===== src/rtl/spi_port.sv =====
module spi_port (
  input  logic       clk,
  input  logic       rst_n,
  input  logic       wr_en,
  input  logic [1:0] wr_addr,
  input  logic [7:0] wr_data,
  input  logic [1:0] rd_addr,
  output logic [7:0] rd_data,
  output logic       irq,
  input  logic       sck_i,
  output logic       sck_o,
  output logic       sck_oe,
  input  logic       mosi_i,
  output logic       mosi_o,
  output logic       mosi_oe,
  input  logic       miso_i,
  output logic       miso_o,
  output logic       miso_oe,
  input  logic       ss_n_i
);
  localparam int BITS  = 8;
  localparam int EDGES = 2 * BITS;
  localparam int CW    = $clog2(EDGES);

  function automatic logic [5:0] half_of(input logic [2:0] s);
    case (s)
      3'd0:    half_of = 6'd2;
      3'd1:    half_of = 6'd3;
      3'd2:    half_of = 6'd4;
      3'd3:    half_of = 6'd6;
      3'd4:    half_of = 6'd8;
      3'd5:    half_of = 6'd12;
      3'd6:    half_of = 6'd24;
      default: half_of = 6'd48;
    endcase
  endfunction

  logic [7:0]    ctrl_q, hold_q, tx_sh, rx_sh, rx_q;
  logic          rate2_q, flag_q, hold_full_q, busy_q, ph_q;
  logic [CW-1:0] cnt_q;
  logic [5:0]    div_q;
  logic          ss_m, ss_s, sck_m, sck_s, sck_d, mosi_m, mosi_s;

  wire ign  = ctrl_q[7];
  wire en   = ctrl_q[6];
  wire lsbf = ctrl_q[5];
  wire mst  = ctrl_q[4];
  wire cpol = ctrl_q[3];
  wire cpha = ctrl_q[2];

  wire [5:0] half = half_of({rate2_q, ctrl_q[1:0]});

  wire role_master = en & mst & (ign | ss_s);
  wire role_slave  = en & ~role_master;
  wire slave_sel   = role_slave & (ign | ~ss_s);
  wire mode_chg    = en & mst & ~ign & ~ss_s;

  wire m_tick = role_master & busy_q & (div_q == half - 6'd1);
  wire s_tick = slave_sel & (sck_s != sck_d);
  wire tick   = m_tick | s_tick;

  wire lead  = ~cnt_q[0];
  wire first = (cnt_q == '0);
  wire final_e = (cnt_q == CW'(EDGES - 1));
  wire samp  = tick & (lead ^ cpha);
  wire shft  = tick & (cpha ? (lead & ~first) : (~lead & ~final_e));
  wire last  = tick & final_e;

  wire       din   = role_master ? miso_i : mosi_s;
  wire [7:0] rx_nx = lsbf ? {din, rx_sh[7:1]} : {rx_sh[6:0], din};
  wire       dout  = lsbf ? tx_sh[0] : tx_sh[7];

  wire m_start = role_master & ~busy_q & hold_full_q;
  wire s_load  = role_slave & first & ~tick & hold_full_q;
  wire load    = m_start | s_load | (last & hold_full_q);

  always_ff @(posedge clk or negedge rst_n) begin
    if (!rst_n) begin
      ctrl_q <= '0; hold_q <= '0; tx_sh <= '0; rx_sh <= '0; rx_q <= '0;
      rate2_q <= 1'b0; flag_q <= 1'b0; hold_full_q <= 1'b0; busy_q <= 1'b0;
      ph_q <= 1'b0; cnt_q <= '0; div_q <= '0;
      ss_m <= 1'b1; ss_s <= 1'b1; sck_m <= 1'b0; sck_s <= 1'b0; sck_d <= 1'b0;
      mosi_m <= 1'b0; mosi_s <= 1'b0;
    end else begin
      ss_m <= ss_n_i;  ss_s <= ss_m;
      sck_m <= sck_i;  sck_s <= sck_m;  sck_d <= sck_s;
      mosi_m <= mosi_i; mosi_s <= mosi_m;

      if (load) begin
        tx_sh <= hold_q;
        hold_full_q <= 1'b0;
      end else if (shft) begin
        tx_sh <= lsbf ? {1'b0, tx_sh[7:1]} : {tx_sh[6:0], 1'b0};
      end
      if (samp) rx_sh <= rx_nx;
      if (last) rx_q <= samp ? rx_nx : rx_sh;

      if (wr_en) begin
        case (wr_addr)
          2'd0: ctrl_q <= wr_data;
          2'd1: begin
            if (wr_data[7]) flag_q <= 1'b0;
            rate2_q <= wr_data[0];
          end
          2'd2: begin
            hold_q <= wr_data;
            hold_full_q <= 1'b1;
          end
          default: ;
        endcase
      end

      if (tick) cnt_q <= cnt_q + 1'b1;
      if (m_start) cnt_q <= '0;
      if (!role_master && !slave_sel) cnt_q <= '0;

      if (m_start) busy_q <= 1'b1;
      else if (last && role_master && !hold_full_q) busy_q <= 1'b0;
      if (!role_master) busy_q <= 1'b0;

      if (m_start || !busy_q) div_q <= '0;
      else div_q <= m_tick ? 6'd0 : div_q + 6'd1;

      if (m_tick) ph_q <= ~ph_q;
      if (!role_master) ph_q <= 1'b0;

      if (last || mode_chg) flag_q <= 1'b1;
      if (mode_chg) ctrl_q[4] <= 1'b0;
    end
  end

  always_comb begin
    case (rd_addr)
      2'd0:    rd_data = ctrl_q;
      2'd1:    rd_data = {flag_q, hold_full_q, 5'b0, rate2_q};
      2'd2:    rd_data = rx_q;
      default: rd_data = '0;
    endcase
  end

  assign irq     = flag_q;
  assign sck_o   = cpol ^ ph_q;
  assign sck_oe  = role_master;
  assign mosi_o  = dout;
  assign mosi_oe = role_master;
  assign miso_o  = dout;
  assign miso_oe = slave_sel;

  AST_IDLE_LEVEL: assert property (@(posedge clk) disable iff (!rst_n)
    (role_master && !busy_q) |-> (sck_o == cpol));
  AST_CLEAR_W1: assert property (@(posedge clk) disable iff (!rst_n)
    (wr_en && wr_addr == 2'd1 && wr_data[7] && !last && !mode_chg) |=> !flag_q);
  AST_HOLD_SET: assert property (@(posedge clk) disable iff (!rst_n)
    (wr_en && wr_addr == 2'd2) |=> hold_full_q);
  AST_MODE_DROP: assert property (@(posedge clk) disable iff (!rst_n)
    mode_chg |=> (!ctrl_q[4] && flag_q));
  AST_ROLE_EXCL: assert property (@(posedge clk) disable iff (!rst_n)
    $onehot0({sck_oe, miso_oe}));
  AST_DISABLED_QUIET: assert property (@(posedge clk) disable iff (!rst_n)
    !en |-> (!sck_oe && !miso_oe && !busy_q));
endmodule


===== config.mk =====
export PLATFORM = sky130hd
export DESIGN_NAME = spi_port
export DESIGN_NICKNAME = d
export VERILOG_FILES = /design/src/rtl/spi_port.sv
export SDC_FILE = /design/constraint.sdc
export NUM_CORES = 1
export LEC_CHECK = 0
export BUFFER_PORTS_ARGS = -buffer_cell sky130_fd_sc_hd__buf_4
export CAP_MARGIN = 5
export CORE_AREA = 5 5 81 83
export DETAILED_ROUTE_END_ITERATION = 7
export DIE_AREA = 0 0 86 88
export PLACE_DENSITY = 0.81
export SLEW_MARGIN = 20
export SYNTH_ARGS = -nofsm -noshare
export SYNTH_HDL_FRONTEND = slang
export SYNTH_SLANG_ARGS = --single-unit

===== constraint.sdc =====
create_clock -name clk -period 3.38 [get_ports clk]
set_input_delay 0.169 -clock clk [delete_from_list [all_inputs] [get_ports clk]]
set_output_delay 0.169 -clock clk [all_outputs]
set_load 0.005 [all_outputs]

# Word level (Yosys, flattened, before mapping)
# Cells that the tools add are included.
[classes] add_sub_neg=3 eq_ne=15 mux=30 bitwise=36 reduce_logical=25
[ops] op="6-bit case mux with 7 select lines" count=1
[ops] op="8-bit two-way mux" count=5
[ops] op="8-bit case mux with 3 select lines" count=1
[ops] op="1-bit AND" count=20
[ops] op="1-bit two-way mux" count=16
[ops] op="4-bit two-way mux" count=3
[ops] op="6-bit two-way mux" count=2
[ops] op="2-bit nonzero test" count=6
[ops] op="5-bit two-way mux" count=2
[ops] op="3-bit equality test, second input constant" count=3
[ops] op="1-bit inverter" count=9
[ops] op="2-bit AND reduction" count=4
[ops] op="6-bit by 1-bit adder with 6-bit output, second input constant" count=1
[ops] op="3-bit by 2-bit equality test with 1-bit output, second input constant" count=2
[ops] op="6-bit equality test" count=1
[ops] op="6-bit by 1-bit subtractor with 6-bit output, second input constant" count=1
[ops] op="1-bit OR" count=5
[ops] op="4-bit by 1-bit adder with 4-bit output, second input constant" count=1
[ops] op="2-bit by 1-bit equality test with 1-bit output, second input constant" count=2
[ops] op="2-bit equality test, second input constant" count=2
[ops] op="4-bit equality test, second input constant" count=1
[ops] op="1-bit logical NOT" count=4
[ops] op="2-bit logical NOT" count=2
[ops] op="4-bit logical NOT" count=1
[ops] op="10 further kinds" count=14
[word_totals] register_bits=62 inputBits=19 out_inout_bits=15 wordCells=129

# Logic depth before layout (Yosys ltp)
# Gate-level depths: netlist of run 1.
[depth] depth_word=15 ltp_mapped=12 ltp_nobuf=9

# Worst setup path before layout of run 1
# No wires, ideal clock.
[synth_timing] path_type="reg-to-reg" start="reg rate2_q" end="reg tx_sh[0]" setup_ns=0.125 arrival_time_ns=2.694 required_time_ns=3.255 slack_ns=0.561 stages_incl_launch_ff=10 n_path_buf=2 synth_period_minus_slack_ns=2.819 cell_sequence="dfrtp_1 > buf_2 > or3_1 > ha_1 > xor2_1 > nand4_1 > or4b_1 > buf_2 > a32o_1 > mux2_4"
[synth_via] elab_chain_cells=12 elab_cells_between_ends=22 classes_between="add/sub: 1; eq/ne: 7; mux: 2; bitwise: 10; reduce/logical: 2"
[synth_lines] item="from (decl)" line="39" rtl="logic rate2_q, flag_q, hold_full_q, busy_q, ph_q;"
[synth_lines] item="from (signal assigned)" line="103" rtl="rate2_q <= wr_data[0];"
[synth_lines] item="3-bit equality test (tied with other cells)" line="26" rtl="case (s)"
[synth_lines] item="6-bit case mux with 7 select lines *" line="26"
[synth_lines] item="6-bit by 1-bit subtractor with 6-bit output *" line="58" rtl="wire m_tick = role_master & busy_q & (div_q == half - 6'd1);"
[synth_lines] item="6-bit equality test *" line="58"
[synth_lines] item="1-bit AND *" line="58"
[synth_lines] item="1-bit OR *" line="60" rtl="wire tick = m_tick | s_tick;"
[synth_lines] item="1-bit inverter" line="74" rtl="wire s_load = role_slave & first & ~tick & hold_full_q;"
[synth_lines] item="1-bit AND (2 in a row)" line="74"
[synth_lines] item="1-bit OR (2 in a row)" line="75" rtl="wire load = m_start | s_load | (last & hold_full_q);"
[synth_lines] item="8-bit two-way mux / 2-bit nonzero test (equally long branches)"
[synth_lines] item="to (signal assigned)" line="90" rtl="tx_sh <= hold_q;"
[synth_lines] item="to (signal assigned)" line="93" rtl="tx_sh <= lsbf ? {1'b0, tx_sh[7:1]} : {tx_sh[6:0], 1'b0};"
[synth_lines] item="to (decl)" line="38" rtl="logic [7:0] ctrl_q, hold_q, tx_sh, rx_sh, rx_q;"
# Mark *: on every way between the ends. The rest lies on a longest branch, timed or not.
# A chain may end at the register's enable or synchronous reset.

# Worst setup path in the final report of run 1
[layout_timing] start="reg ctrl_q[0]" end="reg rx_q[1]"
[layout_via] elab_chain_cells=8 elab_cells_between_ends=15 classes_between="add/sub: 1; eq/ne: 7; mux: 2; bitwise: 4; reduce/logical: 1"
[layout_lines] item="from (decl)" line="38"
[layout_lines] item="from (signal assigned)" line="100" rtl="2'd0: ctrl_q <= wr_data;"
[layout_lines] item="3-bit equality test (tied with other cells)" line="26"
[layout_lines] item="6-bit case mux with 7 select lines *" line="26"
[layout_lines] item="6-bit by 1-bit subtractor with 6-bit output *" line="58"
[layout_lines] item="6-bit equality test *" line="58"
[layout_lines] item="1-bit AND *" line="58"
[layout_lines] item="1-bit OR *" line="60"
[layout_lines] item="1-bit AND" line="65" rtl="wire samp = tick & (lead ^ cpha);"
[layout_lines] item="8-bit two-way mux"
[layout_lines] item="to (signal assigned)" line="96" rtl="if (last) rx_q <= samp ? rx_nx : rx_sh;"
[layout_lines] item="to (decl)" line="38"
# Marked as above.

==> results.toml, run 1 <==
[setup_path]
reg2regPathDepth = 8
worst_ep_arrival_time_ns = 3.26
max_stage_delay_ns = 0.59
cp_slowest_cell = "a2111oi_0"
crit_chain = "inv_1 > or3_1 > ha_1 > xor2_1 > nand4_1 > o31a_1 > a2111oi_0 > o31ai_1"
worst-setup-path-type = "register to register"
end_kind = "register"
path_delay_family = "compound AO/OA/AOI/OAI gates"
rr_startpoint = "ctrl_q[0]$_DFFE_PN0P_"
cp_num_buf_inv = 1
crit_path_max_fanout = 15
worstSetupEndpoint = "rx_q[1]$_DFFE_PN0N_"
r2r_end = "rx_q[1]$_DFFE_PN0N_"
critPathLaunchType = "register"
r2r_slack_ns = 0.33
cp-startpoint = "ctrl_q[0]$_DFFE_PN0P_"
required_ns = 3.59
cp.depth = 8

[cts]
cts.sinks = 62
ctsResizeCount = 0
clkTransAtPathRegs_ns = 0.07
htreeDepth = 3
cts_buffers = 9
insertion_delay_ns = 0.35
cts_tree = "built"
postCtsSetupBuffers = 0
cts_root_buf = "clkbuf_8"
max-clock-path-buffers = 2
ctsHoldBuffers = 4

[logic_synthesis]
ys.flop_type = "dfrtp_1"
synthCells = 298
syn-num-nets = 321
ys_top_cells_by_area = "dfrtp_1, mux2_2, mux2i_1, nor2_1, o21ai_0"
yosysUniqueCellTypes = 55
synth_top_cell_by_area = "dfrtp_1"
ys_ff_latch = 62
syn_area_um2 = 3220
ys_seq_area_share_pct = 48.2
syn_area_per_cell_um2 = 10.8
async_flop_share_pct = 100
synth_top_area_share_pct = 46.6
synth_edf_count = 0
ys_warn_count = 0

[placement]
gp_congestion = 0.857
hpwlAfterDp_um = 5120
port-buffer-count = 33

[pwr]
pwr-share-seq_pct = 41.4
pwr-share-comb_pct = 27.2
p_total_mw = 2.62
power_frac_clock_pct = 31.3
power.density_nw_per_um2 = 690
swShare_pct = 31.7
switchingPower_mw = 0.830
ir_worst_vdd_uv = 441
p_int_mw = 1.79
leakage_nw = 1.63

[sta]
finalHoldViolCount = 0
worst_pin_slew_ns = 0.998
drv_slew = 0
setup_viol_count_final = 0
layout_min_cycle_time_ns = 3.05
fmax_mhz = 328
fin_crit_sh_pct = 90.2
clock_skew_ns = 0.00855
holdWs_ns = 0.0593
tns_ns = 0
rsz0062_at_grt = "no"
relSlewSlack_pct = 33.5

[route]
drc_errors = 0
via_per_inst = 6.09
vias = 2511
drt_iter0_markers = 283
routed_wl_um = 7500
post_drt_wl_per_cell_um = 18.2
drt-pass1-iter-count = 5
drtAntennaViolNets = 0

[outcome]
outcome = "completed"

[die]
fp.coreArea_um2 = 5780
fp-row-count = 28
chipWidth_um = 86
die-area_um2 = 7570
boundaryPins = 34
die_h_um = 88
initial_core_util_pct = 55.8

[layout]
nNetsFinal = 355
antenna_cells = 0
drive_gt1_share_pct = 24.0
synthToLayoutAreaGrowth_pct = 17.7

[global_route]
grt_pass1_vias = 2551
antenna_found_initial = 0
track_usage_pct = 21.9
grt_pass1_wl_um = 12900
grt_max_degree = 63
grt_remaining_overflow = 0

[min_path]
hp-class = "input pin to register"

[run]
cap_violations = 0
## stage by stage
stage          util (%)  cells  cell area, um2  setup WS (ns)
2_1_floorplan         -    298            3220          0.561
3_3_place_gp       60.7    392            3510          0.455
3_5_place_dp       60.7    392            3510          0.391
4_1_cts            65.7    412            3800          0.356
5_1_grt            65.7    412            3800         0.0684
6_report           65.7    412            3800          0.330
## registers in the layout, indices dropped and copies added (netlist names)
| signal | flops |
|---|---|
| ctrl_q | 8 |
| hold_q | 8 |
| rx_q | 8 |
| rx_sh | 8 |
| tx_sh | 8 |
| div_q | 6 |
| cnt_q | 4 |
| busy_q | 1 |
| hold_full_q | 1 |
| irq | 1 |
| mosi_m | 1 |
| mosi_s | 1 |
| ph_q | 1 |
| rate2_q | 1 |
| sck_d | 1 |
| sck_m | 1 |
| sck_s | 1 |
| ss_m | 1 |
| ss_s | 1 |
## cell usage after synthesis, types with 3 or more instances
| cell | instances |
|---|---|
| dfrtp_1 | 60 |
| nor2_1 | 29 |
| o21ai_0 | 18 |
| mux2_2 | 17 |
| mux2i_1 | 16 |
| nand2_1 | 14 |
| nor2b_1 | 12 |
| a21oi_1 | 11 |
| clkbuf_1 | 9 |
| mux2_1 | 7 |
| nand3_1 | 7 |
| o31ai_1 | 7 |
| a32oi_1 | 6 |
| inv_1 | 6 |
| buf_2 | 5 |
| xor2_1 | 5 |
| ha_1 | 4 |
| o211ai_1 | 4 |
| xnor2_1 | 4 |
| a2111oi_0 | 3 |
| a2111oi_2 | 3 |
| nand2b_1 | 3 |
| nand3b_1 | 3 |
| nand4b_1 | 3 |
| nor3b_1 | 3 |
## worst min-delay path by stage
stage / end / start / cells after the start / slack (ns)
after detailed placement: sck_m$_DFF_PN0_ / sck_i / 1 / 0.28
after CTS: hold_q[5]$_DFFE_PN0P_ / wr_data[5] / 2 / 0.05
after global placement: ss_m$_DFF_PN1_ / ss_n_i / 1 / 0.28
after floorplan: busy_q$_DFFE_PN0P_ / rst_n / 0 / -0.13
after global routing: hold_q[3]$_DFFE_PN0P_ / wr_data[3] / 2 / 0.07
final: hold_q[5]$_DFFE_PN0P_ / wr_data[5] / 2 / 0.06
## kinds of logic after synthesis
family | Yosys count | share of synthesized area, %
AO/OA/AOI/OAI | 69 | 15.7
XOR/XNOR | 9 | 2.44
adder cells (fa/ha/maj) | 4 | 1.55
buffers and inverters | 24 | 3.45
flip-flops | 62 | 48.2
multiplexers | 42 | 14.3
AND/OR/NAND/NOR | 88 | 14.4
## power groups by stage
| stage | logic [mW] | clock network, mW | registers (mW) |
|---|---|---|---|
| final | 0.713 | 0.820 | 1.09 |
| after global routing | 0.793 | 0.865 | 1.11 |
| after CTS | 0.712 | 0.824 | 1.08 |
| after detailed placement | 0.702 | 0 | 1.09 |
| after global placement | 0.679 | 0 | 1.08 |
| after floorplan | 0.561 | 0 | 1.01 |
## routing by layer
layer  GRT usage [%]  share of wire (%)  wire (um)
met3            4.70                6.2        467
met5               0                  0          0
met1            29.3                 43       3240
met4            10.5                2.1        160
met2            34.1                 48       3630
## placed cells by master, fill, tap and decap left out, types with 4 or more instances in the layout
cell type,count
clkbuf_8,11
o21ai_0,18
a21oi_1,11
inv_1,6
dfrtp_1,60
mux2_2,17
xor2_1,5
nor2b_1,12
nand3_1,7
o211ai_1,4
ha_1,4
mux2i_1,16
xnor2_1,4
dlygate4sd3_1,4
o31ai_1,7
mux2_1,7
a32oi_1,6
nor2_1,29
buf_4,37
nand2_1,14
## final cells by class
cell class,instances,area [um2]
fill,452,1980
inverter,6,22.5
timing repair buffer,41,318
clock inverter,3,90.1
tap,75,93.8
sequential,62,1550
multi-input combinational,212,1560
clock buffer,13,159
Note: power is estimated with default switching activity, not from simulation.
==> run 2, diff against run 1 <==
SETUP_SLACK_MARGIN = 0.5   (was default)
==> run 2 against run 1 <==
Effect of this change: combinational power up 11%; critical path depth did not move; clock skew is 0.0012 ns lower; maximum frequency rose by 9.9%; sequential power about the same; via count rose by 1.2%; final area up 3.8%; count of clock-buffer cells in the layout stayed put; clock power hardly changed; worst setup slack better by 0.28 ns; critical path type unchanged; critical endpoint is now tx_sh[7]$_DFFE_PN0P_; highest routed layer unchanged.
==> results.toml, run 2 (same netlist as run 1, synthesis figures left out) <==
[outcome]
outcome = "completed"

[cts]
cts_tree = "built"
cts.sinks = 62
cts_buffers = 9
cts_root_buf = "clkbuf_8"
htreeDepth = 3
insertion_delay_ns = 0.34
clkTransAtPathRegs_ns = 0.07
max-clock-path-buffers = 2

[sta]
finalHoldViolCount = 0
setup_viol_count_final = 0
drv_slew = 0
rsz0062_at_grt = "no"
fmax_mhz = 360
layout_min_cycle_time_ns = 2.77
worst_pin_slew_ns = 1.07
relSlewSlack_pct = 28.5
holdWs_ns = 0.0632
fin_crit_sh_pct = 82.1
tns_ns = 0
clock_skew_ns = 0.00730

[placement]
port-buffer-count = 33
dp.cells = 392
gp_congestion = 0.857
hpwlAfterDp_um = 5120

[route]
drtAntennaViolNets = 0
post_drt_wl_per_cell_um = 18.6
drt_iter0_markers = 286
routed_wl_um = 7840
vias = 2540
via_per_inst = 6.02
drc_errors = 0
drt-pass1-iter-count = 4

[setup_path]
worst_ep_arrival_time_ns = 3.00
required_ns = 3.61
crit_path_max_fanout = 8
worst-setup-path-type = "register to register"
end_kind = "register"
critPathLaunchType = "register"
max_stage_delay_ns = 0.59
cp_slowest_cell = "or4b_4"
crit_chain = "or3_1 > ha_1 > xor2_1 > nand4_1 > buf_4 > or4b_4 > a32o_1 > mux2_4"

[die]
initial_core_util_pct = 55.8
chipWidth_um = 86
die_h_um = 88
fp.coreArea_um2 = 5780
fp-row-count = 28
die-area_um2 = 7570
boundaryPins = 34

[global_route]
grt_remaining_overflow = 0
antenna_found_initial = 0
grt_pass1_vias = 2566
grt_pass1_wl_um = 12900
grt_max_degree = 63
track_usage_pct = 22.1

[layout]
final_common_cell = "dfrtp_1"
final_cell_mix = "dfrtp_1, buf_4, nor2_1"
antenna_cells = 0
layoutNonFillerInstCount = 422
synthToLayoutAreaGrowth_pct = 22.2
nNetsFinal = 365
fillers = 424
drive_gt1_share_pct = 28.2

[min_path]
hp-class = "input pin to register"

[run]
cap_violations = 0

[pwr]
leakage_nw = 1.70
ir_worst_vdd_uv = 441
power.density_nw_per_um2 = 684
==> run 2: where the power goes <==
group | switching, mW | leakage (nW) | internal (mW)
Clock | 0.286 | 0.124 | 0.531
Combinational | 0.403 | 0.817 | 0.390
Sequential | 0.179 | 0.756 | 0.907
==> run 2: final timing paths <==
| check | from | to | slack, ns | depth (start not counted) |
|---|---|---|---|---|
| hold / removal | wr_data[5] | hold_q[5]$_DFFE_PN0P_ | 0.06 | 2 |
| setup reg to reg | rate2_q$_DFFE_PN0P_ | tx_sh[7]$_DFFE_PN0P_ | 0.61 | 8 |
| min in group asynchronous | rst_n | ctrl_q[5]$_DFFE_PN0P_ | 0.46 | 2 |
| setup / recovery | rate2_q$_DFFE_PN0P_ | tx_sh[7]$_DFFE_PN0P_ | 0.61 | 8 |
| hold reg to reg | sck_m$_DFF_PN0_ | sck_s$_DFF_PN0_ | 0.36 | 0 |
| max in group asynchronous | rst_n | ctrl_q[0]$_DFFE_PN0P_ | 2.37 | 2 |
==> run 2: stage by stage <==
| step | power, mW | instance area [um2] | utilization, % | setup slack, ns |
|---|---|---|---|---|
| finish | 2.70 | 3940 | 68.1 | 0.606 |
| CTS | 2.63 | 3840 | 66.4 | 0.503 |
| global route | 2.85 | 3940 | 68.1 | 0.483 |
| global placement | 1.76 | 3510 | 60.7 | 0.455 |
| detailed placement | 1.79 | 3510 | 60.7 | 0.391 |
| floorplan | 1.57 | 3220 | - | 0.561 |
==> run 2: worst max-delay path: cells and delay by family (launching register included) <==
kind	cells	cell delay, ns
fa+ha+maj	1	0.32
flops	1	0.43
simple gates	3	1.07
xor+xnor	1	0.17
buf+inv	1	0.17
compound gates	1	0.24
mux	1	0.25
==> run 2: what timing repair did <==
| action | 4_1_cts | 5_1_grt |
|---|---|---|
| hold buffers | 4 | 0 |
| setup buffers | 2 | 8 |
| pin swaps | 2 | 2 |
| setup endpoints to repair | 22 | 21 |
| endpoints found under the hold margin | 63 | 0 |
| gates resized for setup | 9 | 5 |
==> run 2: per-layer routing <==
layer	up-vias	track usage, %	part of all wire (%)
met4	0	10.5	2.3
met2	92	34.6	49
li1	1176	-	-
met1	1254	29.4	43
met5	-	0	0
met3	18	4.70	6.2
==> run 2: final cells by class <==
cell class | instances | area [um2] | area share, %
well taps | 75 | 93.8 | 2.38
clock buffers | 13 | 159 | 4.03
inverters | 6 | 22.5 | 0.572
flip-flops and latches | 62 | 1560 | 39.5
repair buffers | 51 | 393 | 9.97
clock inverters | 3 | 90.1 | 2.29
multi-input cells | 212 | 1620 | 41.2
==> run 3, diff against run 2 <==
ABC_AREA = 1   (was default)
CORE_AREA = 5 5 85 87   (was 5 5 81 83)
DIE_AREA = 0 0 90 92   (was 0 0 86 88)
PLACE_DENSITY = 0.78   (was 0.81)
clock period = 2.4 ns   (was 3.38 ns; I/O delays follow)
==> run 3 against run 2 <==
Effect of this change: the flow now finishes with violations (hold timing); non-clock buffer count up 8; worst setup slack got worse by 0.32 ns; count of clock-buffer cells in the layout stayed put; global-route usage is 2.0 points lower; sequential share of layout area down 1.5 points; clock skew increased by 0.0025 ns; via count up 15%; final cell count is 30% higher; critical path depth increased by 8; first-iteration DRC count is 37% lower; largest cell class is now flip-flops and latches.
==> results.toml, run 3 <==
[setup_path]
r2r_end = "tx_sh[0]$_DFFE_PN0P_"
worst_ep_arrival_time_ns = 2.40
rr_startpoint = "ctrl_q[1]$_DFFE_PN0P_"
cp_num_buf_inv = 3
max_stage_delay_ns = 0.42
required_ns = 2.69
worst-setup-path-type = "register to register"
crit_path_max_fanout = 6
crit_chain = "inv_4 > nand3_4 > ha_4 > inv_2 > nand2_1 > nand2_1 > nor2_1 > nand2_1 > nor2_2 > nand2_4 > nand2_8 > nand3_4 > buf_4 > nand4_1 > nand2_1 > nand2_1"
critPathLaunchType = "register"
reg2regPathDepth = 16
cp_slowest_cell = "dfrtp_1"
r2r_slack_ns = 0.29
path_delay_family = "simple AND/OR/NAND/NOR gates"
path_common_cell = "nand2_1"
end_kind = "register"

[route]
top_layer = "met4"
drtAntennaViolNets = 0
post_drt_wl_per_cell_um = 14.9
vias = 2927
drc_errors = 0
drt_iter0_markers = 179
wl_met2_um = 4030
wl_met3_um = 436
wl_met1_um = 3450
drt-pass1-iter-count = 4
via_per_inst = 5.35
routed_wl_um = 8180

[min_path]
hold_end = "ctrl_q[5]$_DFFE_PN0P_"
min_from = "wr_data[5]"
hp-class = "input pin to register"
hold_depth = 3

[die]
fp-row-count = 29
die_h_um = 92
chipWidth_um = 90
fp.coreArea_um2 = 6280
boundaryPins = 34
initial_core_util_pct = 51.5
die-area_um2 = 8280

[sta]
clock_skew_ns = 0.00977
tns_ns = 0
setup_slack_ns = 0.290
finalHoldViolCount = 1
fmax_mhz = 474
holdWs_ns = -0.00497
relSlewSlack_pct = 47.4
setup_viol_count_final = 0
drv_slew = 0
fin_crit_sh_pct = 87.9
worst_pin_slew_ns = 0.789
rsz0062_at_grt = "yes"
layout_min_cycle_time_ns = 2.11

[global_route]
grt_pass1_wl_um = 13400
grt_max_degree = 63
antenna_found_initial = 0
grt_pass1_vias = 2846
grt_remaining_overflow = 0
track_usage_pct = 20.1

[cts]
insertion_delay_ns = 0.36
max-clock-path-buffers = 2
cts_tree = "built"
htreeDepth = 3
cts_root_buf = "clkbuf_8"
clkTransAtPathRegs_ns = 0.07
cts_buffers = 9
cts.sinks = 62

[logic_synthesis]
async_flop_share_pct = 100
ys_seq_area_share_pct = 48.0
synthCells = 404
syn_area_um2 = 3230
yosysMostFrequentCell = "nand2_1"
synth_edf_count = 0
yosysUniqueCellTypes = 33
ys_warn_count = 0
syn-num-nets = 427
syn_area_per_cell_um2 = 8.01
ys_ff_latch = 62
ys.flop_type = "dfrtp_1"
synth_top_area_share_pct = 46.4
synth_top_cell_by_area = "dfrtp_1"
synth_commonest_cells = "nand2_1, dfrtp_1, inv_1, o21ai_0, nand3_1"
ys_top_cells_by_area = "dfrtp_1, nand2_1, inv_1, o21ai_0, nand3_1"

[layout]
design_area_um2 = 4090
final_cell_mix = "nand2_1, dfrtp_1, buf_4"
fillers = 525
drive_gt1_share_pct = 25.1
nNetsFinal = 488
antenna_cells = 0
synthToLayoutAreaGrowth_pct = 26.5
final_common_cell = "nand2_1"
layoutNonFillerInstCount = 547

[pwr]
power.density_nw_per_um2 = 880
p_total_mw = 3.60
ir_worst_vdd_uv = 529
leakage_nw = 2.02

[outcome]
violations = "hold timing"
outcome = "finished with violations"

[placement]
dp.cells = 509
port-buffer-count = 33
placed_cell_area_um2 = 3620
gp_congestion = 0.943
dp_slack_ns = 0.0763
hpwlAfterDp_um = 5570

[run]
cap_violations = 0
## run 3: cell types whose count changed after synthesis, moves of 8 or more
| cell | before | now |
|---|---|---|
| nand4_1 | 2 | 10 |
| mux2i_1 | 16 | 0 |
| mux2_2 | 17 | 0 |
| nand2_1 | 14 | 113 |
| o21ai_2 | 0 | 8 |
| nand3_1 | 7 | 32 |
| o21ai_0 | 18 | 35 |
| inv_1 | 6 | 53 |
| nor2b_1 | 12 | 0 |
## run 3: layer usage
| metal | up-vias | track usage (%) |
|---|---|---|
| met5 | - | 0 |
| met4 | 0 | 11.3 |
| met3 | 24 | 3.60 |
| met2 | 96 | 32.6 |
| met1 | 1381 | 25.5 |
| li1 | 1426 | - |
## run 3: power breakdown
part           switching [mW]  leakage [nW]  total, mW  internal, mW
clock                   0.418        0.0996      0.953         0.535
sequential              0.193         0.764       1.46          1.26
combinational           0.696          1.15       1.19         0.493
## run 3: tightest hold or removal path: stages
cell	delay, ns
buf_4	0.08
nand2_1	0.04
o21ai_0	0.07
## run 3: worst max-delay path by stage
stage	startpoint	to	slack, ns	depth (start not counted)
2_1_floorplan	rate2_q$_DFFE_PN0P_	rx_q[3]$_DFFE_PN0N_	0.34	18
3_3_place_gp	ctrl_q[1]$_DFFE_PN0P_	rx_q[1]$_DFFE_PN0N_	0.15	15
3_5_place_dp	ctrl_q[1]$_DFFE_PN0P_	rx_q[1]$_DFFE_PN0N_	0.08	15
4_1_cts	rate2_q$_DFFE_PN0P_	tx_sh[6]$_DFFE_PN0P_	0.28	16
5_1_grt	ctrl_q[1]$_DFFE_PN0P_	tx_sh[4]$_DFFE_PN0P_	0.14	16
6_report	ctrl_q[1]$_DFFE_PN0P_	tx_sh[0]$_DFFE_PN0P_	0.29	16
## run 3: cells by family after synthesis
group | after synthesis | synth area share (%)
AOI/OAI and AO/OA | 64 | 12.0
xor gates and xnor gates | 6 | 1.62
adders and majority gates | 4 | 1.55
buffers and inverters | 70 | 9.05
DFF | 62 | 48.0
and+or+nand+nor | 198 | 27.8
## run 3: cell type report
type / instances / area (um2) / share of cell area [%]
Multi-Input combinational cell: 275 / 1540 / 37.7
Timing Repair Buffer: 59 / 463 / 11.3
Clock buffer: 13 / 159 / 3.88
Timing Repair inverter: 1 / 7.51 / 0.184
Sequential cell: 62 / 1560 / 38.0
Clock inverter: 3 / 42.5 / 1.04
Tap cell: 77 / 96.3 / 2.36
Inverter: 57 / 225 / 5.51
## run 3: per-stage QoR
step / hold WS [ns] / util, %
global placement: 0.230 / 57.7
floorplan: -0.176 / -
detailed placement: 0.231 / 57.7
CTS: 0.000164 / 64.1
global route: 0.00327 / 65.2
finish: -0.00497 / 65.2
## run 3: what timing repair did
item                                    4_1_cts  5_1_grt
gates cloned                                  4        0
buffers inserted                             10        3
hold buffers                                  5        0
endpoints found under the hold margin        64        0
pin swaps                                    11        5
endpoints found under the setup margin       31       38
resized for setup                             6       13
